$ cat config.mk
export PLATFORM = sky130hd
export DESIGN_NAME = link_host_regs
export DESIGN_NICKNAME = d
export VERILOG_FILES = /design/src/rtl/link_host_pkg.sv /design/src/rtl/link_rx_side.sv /design/src/rtl/link_tx_side.sv /design/src/rtl/link_host_regs.sv
export SDC_FILE = /design/constraint.sdc
export NUM_CORES = 1
export LEC_CHECK = 0
export ABC_AREA = 0
export ABC_CLOCK_PERIOD_IN_PS = 3300
export BUFFER_PORTS_ARGS = -buffer_cell sky130_fd_sc_hd__buf_2
export CAP_MARGIN = 20
export CORE_UTILIZATION = 49
export CTS_BUF_LIST = sky130_fd_sc_hd__clkbuf_16
export DETAILED_ROUTE_END_ITERATION = 8
export PLACE_DENSITY = 0.86
export RECOVER_POWER = 50
export SYNTH_ARGS = -nofsm -noshare
export SYNTH_HDL_FRONTEND = slang
export SYNTH_SLANG_ARGS = --single-unit
export TNS_END_PERCENT = 100
$ cat constraint.sdc
create_clock -name clk -period 3.3 [get_ports clk]
set_input_delay 0.66 -clock clk [delete_from_list [all_inputs] [get_ports clk]]
set_output_delay 0.66 -clock clk [all_outputs]
set_load 0.05 [all_outputs]
$ cat src/rtl/link_host_pkg.sv
package link_host_pkg;
    typedef enum logic [1:0] {
        SEL_RX_DATA = 2'd0,
        SEL_RX_STAT = 2'd1,
        SEL_TX_DATA = 2'd2,
        SEL_TX_STAT = 2'd3
    } reg_sel_e;

    typedef enum logic {
        RX_EMPTY = 1'b0,
        RX_FULL  = 1'b1
    } rx_state_e;

    typedef enum logic [1:0] {
        TX_IDLE      = 2'd0,
        TX_BUSY      = 2'd1,
        TX_WAIT_ACK  = 2'd2,
        TX_WAIT_DONE = 2'd3
    } tx_state_e;

    localparam int FLAG_POS = 0;
    localparam int IE_POS   = 1;
endpackage

$ cat src/rtl/link_rx_side.sv
module link_rx_side
    import link_host_pkg::*;
#(
    parameter int DATA_W = 8
) (
    input  logic              clk,
    input  logic              rst_n,
    input  logic              rx_valid,
    input  logic [DATA_W-1:0] rx_byte,
    input  logic              data_rd,
    input  logic              ie_wr,
    input  logic              ie_val,
    output logic [DATA_W-1:0] held_byte,
    output logic              present,
    output logic              ie,
    output logic              ack_req,
    output logic              in_irq
);
    rx_state_e state_q, state_d;
    logic      consume;

    assign consume = data_rd && (state_q == RX_FULL);

    always_comb begin
        state_d = state_q;
        unique case (state_q)
            RX_EMPTY: if (rx_valid) state_d = RX_FULL;
            RX_FULL:  if (consume && !rx_valid) state_d = RX_EMPTY;
        endcase
    end

    always_ff @(posedge clk) begin
        if (!rst_n) begin
            state_q   <= RX_EMPTY;
            held_byte <= '0;
            ie        <= 1'b0;
        end else begin
            state_q <= state_d;
            if (rx_valid) held_byte <= rx_byte;
            if (ie_wr)    ie        <= ie_val;
        end
    end

    always_ff @(posedge clk) begin
        if (!rst_n) ack_req <= 1'b0;
        else        ack_req <= consume;
    end

    assign present = (state_q == RX_FULL);
    assign in_irq  = present && ie;


    in_irq_gate_chk: assert property (@(posedge clk) disable iff (!rst_n)
        !ie |-> !in_irq);


    ack_empties_chk: assert property (@(posedge clk) disable iff (!rst_n)
        ack_req |-> (!present || $past(rx_valid)));


    no_ack_when_empty_chk: assert property (@(posedge clk) disable iff (!rst_n)
        (data_rd && !present) |=> !ack_req);
endmodule

$ cat src/rtl/link_tx_side.sv
module link_tx_side
    import link_host_pkg::*;
#(
    parameter int DATA_W = 8
) (
    input  logic              clk,
    input  logic              rst_n,
    input  logic              data_wr,
    input  logic [DATA_W-1:0] wr_byte,
    input  logic              ie_wr,
    input  logic              ie_val,
    input  logic              tx_done,
    input  logic              ack_rcvd,
    output logic              ready,
    output logic              ie,
    output logic              tx_req,
    output logic [DATA_W-1:0] tx_byte,
    output logic              out_irq
);
    tx_state_e state_q, state_d;
    logic      launch;

    assign launch = data_wr && (state_q == TX_IDLE);

    always_comb begin
        state_d = state_q;
        unique case (state_q)
            TX_IDLE:      if (launch) state_d = TX_BUSY;
            TX_BUSY: begin
                if (tx_done && ack_rcvd) state_d = TX_IDLE;
                else if (tx_done)        state_d = TX_WAIT_ACK;
                else if (ack_rcvd)       state_d = TX_WAIT_DONE;
            end
            TX_WAIT_ACK:  if (ack_rcvd) state_d = TX_IDLE;
            TX_WAIT_DONE: if (tx_done)  state_d = TX_IDLE;
        endcase
    end

    always_ff @(posedge clk) begin
        if (!rst_n) begin
            state_q <= TX_IDLE;
            ie      <= 1'b0;
        end else begin
            state_q <= state_d;
            if (ie_wr) ie <= ie_val;
        end
    end

    always_ff @(posedge clk) begin
        if (!rst_n) begin
            tx_req  <= 1'b0;
            tx_byte <= '0;
        end else begin
            tx_req <= launch;
            if (launch) tx_byte <= wr_byte;
        end
    end

    assign ready   = (state_q == TX_IDLE);
    assign out_irq = ready && ie;


    out_irq_gate_chk: assert property (@(posedge clk) disable iff (!rst_n)
        !ie |-> !out_irq);


    single_launch_chk: assert property (@(posedge clk) disable iff (!rst_n)
        tx_req |=> !tx_req);


    rearm_needs_ack_chk: assert property (@(posedge clk) disable iff (!rst_n)
        $rose(ready) |-> ($past(state_q != TX_BUSY) || $past(tx_done && ack_rcvd)));


    launch_clears_ready_chk: assert property (@(posedge clk) disable iff (!rst_n)
        tx_req |-> !ready);
endmodule

$ cat src/rtl/link_host_regs.sv
module link_host_regs
    import link_host_pkg::*;
#(
    parameter int DATA_W = 8
) (
    input  logic              clk,
    input  logic              rst_n,
    input  logic [1:0]        reg_sel,
    input  logic              rd_en,
    input  logic              wr_en,
    input  logic [DATA_W-1:0] wr_data,
    output logic [DATA_W-1:0] rd_data,
    input  logic              rx_valid,
    input  logic [DATA_W-1:0] rx_byte,
    input  logic              ack_rcvd,
    input  logic              tx_done,
    output logic              ack_req,
    output logic              tx_req,
    output logic [DATA_W-1:0] tx_byte,
    output logic              in_irq,
    output logic              out_irq
);
    localparam int PAD_W = DATA_W - 2;

    reg_sel_e          sel;
    logic [DATA_W-1:0] rx_hold;
    logic              rx_present, rx_ie, tx_ready, tx_ie;

    assign sel = reg_sel_e'(reg_sel);

    link_rx_side #(.DATA_W(DATA_W)) rx_i (
        .clk       (clk),
        .rst_n     (rst_n),
        .rx_valid  (rx_valid),
        .rx_byte   (rx_byte),
        .data_rd   (rd_en && sel == SEL_RX_DATA),
        .ie_wr     (wr_en && sel == SEL_RX_STAT),
        .ie_val    (wr_data[IE_POS]),
        .held_byte (rx_hold),
        .present   (rx_present),
        .ie        (rx_ie),
        .ack_req   (ack_req),
        .in_irq    (in_irq)
    );

    link_tx_side #(.DATA_W(DATA_W)) tx_i (
        .clk      (clk),
        .rst_n    (rst_n),
        .data_wr  (wr_en && sel == SEL_TX_DATA),
        .wr_byte  (wr_data),
        .ie_wr    (wr_en && sel == SEL_TX_STAT),
        .ie_val   (wr_data[IE_POS]),
        .tx_done  (tx_done),
        .ack_rcvd (ack_rcvd),
        .ready    (tx_ready),
        .ie       (tx_ie),
        .tx_req   (tx_req),
        .tx_byte  (tx_byte),
        .out_irq  (out_irq)
    );

    always_comb begin
        unique case (sel)
            SEL_RX_DATA: rd_data = rx_hold;
            SEL_RX_STAT: rd_data = {{PAD_W{1'b0}}, rx_ie, rx_present};
            SEL_TX_DATA: rd_data = '0;
            SEL_TX_STAT: rd_data = {{PAD_W{1'b0}}, tx_ie, tx_ready};
        endcase
    end


    stat_write_keeps_flag_chk: assert property (@(posedge clk) disable iff (!rst_n)
        (wr_en && sel == SEL_RX_STAT && !rx_valid && !rd_en) |=> $stable(rx_present));


    tx_data_reads_zero_chk: assert property (@(posedge clk) disable iff (!rst_n)
        (sel == SEL_TX_DATA) |-> (rd_data == '0));
endmodule

=== Yosys cells after proc, flatten, opt, wreduce, memory -nomap -nowiden ===
Cells that the tools add are included.

* Muxes and demuxes: 11
* $lt $le $gt $ge: 0
* Bitwise gates (word level): 1
* Shift operators: 0
* Equal/unequal tests: 10
* Div/mod/pow operators: 0
* Add/sub/neg operators: 0
* Reductions and logical operators: 14
* Multipliers: 0

{| class="wikitable"
|+ Operator list
! cell !! count
|-
| one-hot mux 8 bit (4 select lines) || 1
|-
| 2-to-1 mux 2 bit || 6
|-
| logical AND 1 bit || 10
|-
| equality test 2 bit (second input constant) || 4
|-
| one-hot mux 2 bit (4 select lines) || 1
|-
| != test 2 bit (second input constant) || 3
|-
| equality test 2 x 1 -> 1 bit (second input constant) || 2
|-
| logical NOT 2 bit || 2
|-
| != test 4 x 3 -> 1 bit (second input constant) || 1
|-
| AND reduction 4 bit || 1
|-
| 2-to-1 mux 1 bit || 2
|-
| one-hot mux 1 bit (2 select lines) || 1
|-
| logical NOT 1 bit || 1
|-
| inverter 1 bit || 1
|}

* RAM bits: 0
* Memories: 0
* Bits in latches: 0
* ROM bits: 0
* Bits in registers: 23
* Input port bits: 25

=== Depth between registers and ports, before layout ===
Gate-level depths: netlist of run 1.

* Word-level depth: 6
* Gate-level depth with buffers: 4
* Gate-level depth less buffers: 3

=== Cells and area by module ===
From an unflattened synthesis of run 1, not the netlist that was laid out.

* Cell total of the unflattened synthesis: 97
* Area total of the unflattened synthesis: 999.7 um^2

{| class="wikitable"
|+ By module, submodules not included
! module !! cells each !! times used !! seq. area each (um^2) !! area an instance (um^2)
|-
| link_tx_side || 45 || 1 || 240.2 || 481.7
|-
| link_rx_side || 35 || 1 || 220.2 || 407.9
|-
| link_host_regs || 17 || 1 || 0.0 || 110.1
|}

=== Worst setup path after synthesis of run 1 ===
Ideal clock, no wire load.

* Kind: input-to-output
* Start point: input reg_sel[0]
* End point: output rd_data[0]
* Stages: 3
* Buffers on the path: 1
* Arrival time: 2,106 ps
* Path slack: 534 ps
* Cells stage by stage: buf_2 > nand2_1 > o32ai_1

* Longest elaborated chain between the ends: 2
* Elaborated cells between the ends (all ways): 5

{| class="wikitable"
|+ Ends and longest elaborated chain
! element !! line !! source
|-
| from (decl) || link_host_regs.sv:8 || <nowiki>input logic [1:0] reg_sel,</nowiki>
|-
| equality test 2 bit (tied with other cells) || link_host_regs.sv:63 || <nowiki>unique case (sel)</nowiki>
|-
| one-hot mux 8 bit (4 select lines) * || link_host_regs.sv:63 ||
|-
| to (decl) || link_host_regs.sv:12 || <nowiki>output logic [DATA_W-1:0] rd_data,</nowiki>
|}

Every way passes the cells marked *; elsewhere a longest branch is shown, timed or not.

=== Worst setup path after layout of run 1 ===
* Start point: input reg_sel[0]
* End point: output rd_data[6]

The elaborated chain is that of the path after synthesis.

==> reports/metrics.cfg, run 1 <==
[status]
status = complete, no violations

[grt]
grt_overflow_total = 0
antenna_found_initial = 0
grt_pass1_vias = 747
track_usage = 0.193
grt_pass1_wl_um = 2990
grt_max_degree = 33

[synthesis]
ys_types = 22
yosys.area.top_type = dfxtp_1
synth-edff-count = 0
synth_flop_cell = dfxtp_1
yosys_warnings = 0
ys_async_sr_fraction = 0
synth_area_leaders = dfxtp_1 46%, mux2i_1 20%, nor2b_1 6.8%, nand2_1 6.7%, and2_1 5.0%
syn-cell-area_um2 = 1000
ys_seq_elements = 23
synth_most_common_cell = dfxtp_1
synth_cells = 105
synth_nets = 130
ys_seq_area_frac = 0.458
netlist.area_leader.share = 0.458
synth_common_cells = 23 x dfxtp_1, 20 x mux2i_1, 18 x nand2_1, 11 x nor2b_1, 8 x and2_1
postSynthAreaPerCell_um2 = 9.57

[sta]
rsz0062_at_grt = no
report.final.slew_viol_count = 0
fin_skew_ps = 0.657
setup_viol = 0
tightest_slew_ps = 1100
tns_ps = 0
slew_headroom = 0.267
min_period_over_period = 0.667
max_freq_mhz = 455
timing_hold_violations_final = 0
min_period_ps = 2200

[run]
max_cap_viol_count = 0

[clock_network]
cts_resized = 0
cts_tree = built
numCtsBuffers = 3
ctsLongestPathBuffers = 2
insertion_delay_ps = 250
cts_sinks = 23
htree_num_levels = 1
holdBufCountCts = 0
cts_root_buffer = clkbuf_16
cts_setup_buffers = 0
path_clk_slew_ps = 60

[die]
dieArea_um2 = 2240
start_util = 0.517
core_um2 = 1940
die_w_um = 47.3
rows = 16
boundaryPins = 45
fp.dieH_um = 47.3

[place]
place.port_buffers = 44
hpwl_um = 1450
gp_congestion = 0.701
place_inst = 171

[critical_path]
critPathKind = input port to output port
worstPathArrival_ps = 1540
end_kind = output port
cp.required_ps = 2640
start_kind = input port
rr_worst_depth = 3
path_max_fanout = 8

[finish]
fin_nets = 174
stdcell_count = 175
area_growth_pct = 30.5
insertedDiodeCount = 0
drive_gt1_frac = 0.331

[routing]
wl_um = 1950
ant_nets = 0
viasPerCell = 4.86
post-route-drc-count = 0
routedWlPerCell_um = 11.1
initialDrtViolationCount = 3
drt_pass1_iterations = 4
vias = 850

[min_path]
worstHoldPathType = flip-flop to flip-flop
min_path_cells = 2

[power]
p_leak_nw = 0.640
ir_drop_v = 0.000459
power.density_nw_per_um2 = 486

## cells in the final DEF, fill, tap and decap left out, drive strengths merged, types with 4 or more instances in the layout
master / netlist / final
buf: 3 / 44
nor2b: 11 / 11
and2: 8 / 8
mux2i: 20 / 20
dfxtp: 23 / 23
nand2: 19 / 19
clkbuf: 3 / 4
## through the flow
stage                     total power, mW  hold WS, ps  instance area (um^2)  utilization  setup WS (ps)
after detailed placement            0.397          458                  1230        0.635           1090
after CTS                           0.645          468                  1310        0.676           1090
final                               0.638          467                  1310        0.675           1100
after global placement              0.393          439                  1230        0.635           1110
after global routing                0.666          486                  1310        0.675           1020
after floorplan                     0.368          474                  1000            -            534
## final timing paths
kind	from	endpoint	slack [ps]
hold / removal	tx_i.tx_byte[5]	tx_i.tx_byte[5]	470
setup reg to reg	tx_i.state_q[1]	tx_i.tx_byte[1]	2140
hold reg to reg	tx_i.tx_byte[5]	tx_i.tx_byte[5]	470
setup / recovery	reg_sel[0]	rd_data[6]	1100
## power by group
| group | switching, mW | leakage (nW) | internal (mW) |
|---|---|---|---|
| Sequential | 0.00709 | 0.188 | 0.290 |
| Combinational | 0.0587 | 0.410 | 0.0351 |
| Clock | 0.0858 | 0.0423 | 0.161 |
## area by class of cell
cell class | count | area (um^2)
repair buffers | 45 | 226
fillers | 169 | 631
multi-input cells | 75 | 508
clock inverters | 1 | 3.75
flip-flops and latches | 23 | 460
clock buffers | 3 | 75.1
inverters | 1 | 3.75
well taps | 27 | 33.8
## critical path: stages
cell and delay [ps]:
buf_2 150, nor2_1 280, and2_1 180, buf_2 260
## metal layers
layer	routed length, um	part of all wire	global-route usage
met1	892	0.46	0.234
met2	912	0.47	0.318
met3	117	0.060	0.0385
met4	25	0.013	0.109
met5	0	0	0
## sequential cells by signal, indices dropped and copies added, names as in the netlist
register	flops
rx_i.ie	1
tx_i.tx_byte	8
tx_i.ie	1
rx_i.held_byte	8
rx_i.present	1
tx_i.tx_req	1
tx_i.state_q	2
rx_i.ack_req	1
## logic make-up (layout without fill, tap and decap cells)
kind of cell | after synthesis | in the layout | share of synthesized area
buf+inv | 7 | 50 | 0.0361
flops | 23 | 23 | 0.458
mux | 20 | 20 | 0.199
compound gates | 8 | 8 | 0.0535
simple gates | 47 | 47 | 0.253
(Power assumes the default switching activity.)
==> inputs of run 2 (changes only) <==
--- a/config.mk
+++ b/config.mk
@@ -6,13 +6,13 @@
 export NUM_CORES = 1
 export LEC_CHECK = 0
 export ABC_AREA = 0
-export ABC_CLOCK_PERIOD_IN_PS = 3300
+export ABC_CLOCK_PERIOD_IN_PS = 2200
 export BUFFER_PORTS_ARGS = -buffer_cell sky130_fd_sc_hd__buf_2
 export CAP_MARGIN = 20
-export CORE_UTILIZATION = 49
+export CORE_UTILIZATION = 45
 export CTS_BUF_LIST = sky130_fd_sc_hd__clkbuf_16
 export DETAILED_ROUTE_END_ITERATION = 8
-export PLACE_DENSITY = 0.86
+export PLACE_DENSITY = 0.8
 export RECOVER_POWER = 50
 export SYNTH_ARGS = -nofsm -noshare
 export SYNTH_HDL_FRONTEND = slang
==> constraint.sdc (replaced) <==
create_clock -name clk -period 2.2 [get_ports clk]
set_input_delay 0.44 -clock clk [delete_from_list [all_inputs] [get_ports clk]]
set_output_delay 0.44 -clock clk [all_outputs]
set_load 0.05 [all_outputs]
==> reports/metrics.cfg, run 2 (synthesis gave the netlist of run 1 again) <==
[clock_network]
cts_sinks = 23
cts_root_buffer = clkbuf_16
ctsLongestPathBuffers = 2
insertion_delay_ps = 250
cts_resized = 0
cts_tree = built
path_clk_slew_ps = 60
htree_num_levels = 1
numCtsBuffers = 3
cts_setup_buffers = 0
holdBufCountCts = 0

[sta]
hold_slack_ps = 426
timing_hold_violations_final = 0
max_freq_mhz = 549
slew_headroom = 0.255
tns_ps = 0
fin_skew_ps = 4.20
report.final.slew_viol_count = 0
min_period_over_period = 0.827
rsz0062_at_grt = no
tightest_slew_ps = 1120
min_period_ps = 1820
setup_viol = 0

[grt]
grt_max_degree = 33
antenna_found_initial = 0
grt_pass1_wl_um = 3520
grt_overflow_total = 0
grt_pass1_vias = 848
track_usage = 0.190

[routing]
initialDrtViolationCount = 9
wl_um = 2070
viasPerCell = 4.91
wl_met3_um = 116
ant_nets = 0
met1_length_um = 909
drt_pass1_iterations = 4
post-route-drc-count = 0
met2_length_um = 1020
routedWlPerCell_um = 11.8
maxUsedRoutingLayer = met4
vias = 859

[critical_path]
cp_top_family = simple AND/OR/NAND/NOR gates
crit_top_cell = buf_2
path_cells = buf_2 > nor2_1 > and2_1 > buf_2
path_max_fanout = 8
worst-path-buf-inv = 2
start_kind = input port
critPathKind = input port to output port
worstPathArrival_ps = 1380
end_kind = output port
crit_path_top_delay_cell = nor2_1
slowest_delay_ps = 350
cp.required_ps = 1760

[finish]
multi_input_area_um2 = 515
layout_common_cells = 41 x buf_2, 23 x dfxtp_1, 20 x mux2i_1
area_growth_pct = 31.4
nFillCells = 188
seq_area_um2 = 460
post-route-util = 0.653
fin_nets = 174
insertedDiodeCount = 0
final_common_cell = buf_2
reg_top3 = rx_i.held_byte x8, tx_i.tx_byte x8, tx_i.state_q x2
drive_gt1_frac = 0.331

[die]
fp.dieH_um = 49.3
dieArea_um2 = 2430
start_util = 0.497
boundaryPins = 45
core_um2 = 2020
die_w_um = 49.3
rows = 16

[power]
power.density_nw_per_um2 = 747
ir_drop_v = 0.000601
p_leak_nw = 0.628

[place]
hpwl_um = 1510
place.port_buffers = 44
gp_congestion = 0.761

[run]
max_cap_viol_count = 0

[min_path]
worstHoldPathType = input port to flip-flop

[status]
status = complete, no violations

-- run 2: layout make-up --
| class | instances | area share |
|---|---|---|
| clock buffer | 3 | 0.0569 |
| clock inverter | 1 | 0.00569 |
| tap | 27 | 0.0256 |
| multi-input combinational | 75 | 0.391 |
| inverter | 1 | 0.00284 |
| timing repair buffer | 45 | 0.170 |
| sequential | 23 | 0.349 |
-- run 2: report_power, final --
group	internal (mW)	leakage [nW]	switching [mW]
registers	0.435	0.188	0.0105
clock network	0.246	0.0371	0.151
logic	0.0534	0.403	0.0894
total	0.734	0.628	0.251
-- run 2: final timing paths --
kind	startpoint	endpoint	slack (ps)	depth (start not counted)
min reg2reg	tx_i.tx_byte[1]	tx_i.tx_byte[1]	460	2
max	reg_sel[1]	rd_data[2]	380	4
min	wr_data[2]	tx_i.tx_byte[2]	430	3
max reg2reg	tx_i.state_q[1]	tx_i.tx_byte[4]	950	3
-- run 2: worst register-to-register path, delay by kind of cell, from the launching register on --
kind | cells | cell delay (ps)
buffers and inverters | 1 | 260
AND/OR/NAND/NOR | 1 | 330
multiplexers | 1 | 220
flip-flops | 1 | 360
-- run 2: metrics by stage --
step	total power, mW	cells	setup slack (ps)	area, um^2
2_1_floorplan	0.553	105	244	1010
3_3_place_gp	0.592	171	438	1240
3_5_place_dp	0.598	171	395	1240
4_1_cts	0.994	175	394	1320
5_1_grt	1.03	175	302	1320
6_report	0.985	175	380	1320
-- run 2: routing by layer --
metal / up-vias / GRT usage
met2: 30 / 0.324
met3: 4 / 0.0654
met4: 0 / 0.0539
met1: 388 / 0.221
li1: 437 / -
met5: - / 0
==> inputs of run 3 (changes only) <==
--- a/config.mk
+++ b/config.mk
@@ -6,7 +6,7 @@
 export NUM_CORES = 1
 export LEC_CHECK = 0
 export ABC_AREA = 0
-export ABC_CLOCK_PERIOD_IN_PS = 2200
+export ABC_CLOCK_PERIOD_IN_PS = 1760
 export BUFFER_PORTS_ARGS = -buffer_cell sky130_fd_sc_hd__buf_2
 export CAP_MARGIN = 20
 export CORE_UTILIZATION = 45
==> constraint.sdc (replaced) <==
create_clock -name clk -period 1.76 [get_ports clk]
set_input_delay 0.352 -clock clk [delete_from_list [all_inputs] [get_ports clk]]
set_output_delay 0.352 -clock clk [all_outputs]
set_load 0.05 [all_outputs]
==> reports/metrics.cfg, run 3 (synthesis gave the netlist of run 1 again) <==
[clock_network]
numCtsBuffers = 3
insertion_delay_ps = 250
holdBufCountCts = 0
path_clk_slew_ps = 60
cts_root_buffer = clkbuf_16
cts_setup_buffers = 0
htree_num_levels = 1
cts_sinks = 23
cts_resized = 0
ctsLongestPathBuffers = 2
cts_tree = built

[die]
dieArea_um2 = 2430
rows = 16
start_util = 0.497
fp.dieH_um = 49.3
core_um2 = 2020
boundaryPins = 45
die_w_um = 49.3

[grt]
grt_pass1_vias = 793
antenna_found_initial = 0
track_usage = 0.183
grt_pass1_wl_um = 3480
grt_max_degree = 33
grt_overflow_total = 0

[routing]
post-route-drc-count = 0
routedWlPerCell_um = 11.4
initialDrtViolationCount = 9
ant_nets = 0
drt_pass1_iterations = 3
vias = 832
wl_um = 2000
viasPerCell = 4.75

[critical_path]
r2r_slack_ps = 520
crit_top_cell = buf_2
end_kind = output port
path_max_fanout = 8
cp_top_family = simple AND/OR/NAND/NOR gates
path_cells = buf_2 > nor2_1 > and2_1 > buf_2
rr_worst_depth = 3
cp.required_ps = 1410
worst-path-buf-inv = 2
crit_path_top_delay_cell = nor2_1
critPathKind = input port to output port
r2r-end = tx_i.tx_byte[2]
start_kind = input port
worstPathArrival_ps = 1260
slowest_delay_ps = 330
r2r_start = tx_i.state_q[1]

[status]
status = complete, no violations

[place]
place.port_buffers = 44
place_inst = 171
gp_congestion = 0.721
hpwl_um = 1490

[min_path]
min_path_cells = 3
hold-path-endpoint = tx_i.tx_byte[7]
min_from = wr_data[7]
worstHoldPathType = input port to flip-flop

[sta]
report.final.slew_viol_count = 0
tns_ps = 0
max_freq_mhz = 620
min_period_over_period = 0.917
setup_viol = 0
tightest_slew_ps = 1120
min_period_ps = 1610
rsz0062_at_grt = no
slew_headroom = 0.252
timing_hold_violations_final = 0
fin_skew_ps = 3.26

[finish]
nFillCells = 184
fin_nets = 174
post-route-util = 0.650
reg_top3 = rx_i.held_byte x8, tx_i.tx_byte x8, tx_i.state_q x2
final_common_cell = buf_2
insertedDiodeCount = 0
area_growth_pct = 30.9
stdcell_count = 175
drive_gt1_frac = 0.297
layout_common_cells = 35 x buf_2, 23 x dfxtp_1, 20 x mux2i_1

[power]
ir_drop_v = 0.000682
p_leak_nw = 0.611
power.density_nw_per_um2 = 923
power_mw = 1.21

[run]
max_cap_viol_count = 0

==> run 3: cell types whose count changed in the layout (fill, tap and decap cells not counted), sizes merged <==
cell	previous run	this run
clkinv	0	1
clkbuf	6	12
clkinvlp	1	0
buf	42	36
==> run 3: routing by layer <==
metal / vias up / part of all wire / GRT usage
met5: - / 0 / 0
met4: 0 / 0.0065 / 0.0686
met3: 2 / 0.039 / 0.0280
met2: 25 / 0.48 / 0.311
met1: 370 / 0.47 / 0.232
li1: 435 / - / -
==> run 3: worst max-delay path by stage <==
stage	start	slack [ps]	cells after the start	end
after floorplan	reg_sel[0]	70	3	rd_data[1]
after global placement	reg_sel[1]	150	4	rd_data[5]
after detailed placement	reg_sel[1]	120	4	rd_data[5]
after CTS	reg_sel[0]	120	4	rd_data[5]
after global routing	reg_sel[0]	20	4	rd_data[2]
final	reg_sel[1]	150	4	rd_data[5]
==> run 3: stage by stage <==
step	hold WS, ps	worst slack, ps	instance area [um^2]
finish	343	146	1320
global route	348	16.9	1320
CTS	341	118	1330
detailed placement	443	119	1250
global placement	438	148	1250
floorplan	474	73.4	1020
==> run 3: final cells by class <==
class / instances / area [um^2] / area share
multi-input cells: 75 / 520 / 0.396
flip-flops and latches: 23 / 460 / 0.350
repair buffers: 45 / 216 / 0.165
clock buffers: 3 / 75.1 / 0.0571
well taps: 27 / 33.8 / 0.0257
clock inverters: 1 / 5.00 / 0.00381
inverters: 1 / 3.75 / 0.00285
==> run 3: worst reg2reg max path: stages (launching register included) <==
cell and delay, ps:
dfxtp_1 370, nor4_2 320, buf_4 250, mux2i_1 230
==> run 3: power by group <==
group	total [mW]	switching [mW]	internal (mW)
Sequential	0.557	0.0130	0.544
Clock	0.481	0.176	0.305
Combinational	0.177	0.111	0.0656
Total	1.21	0.300	0.914
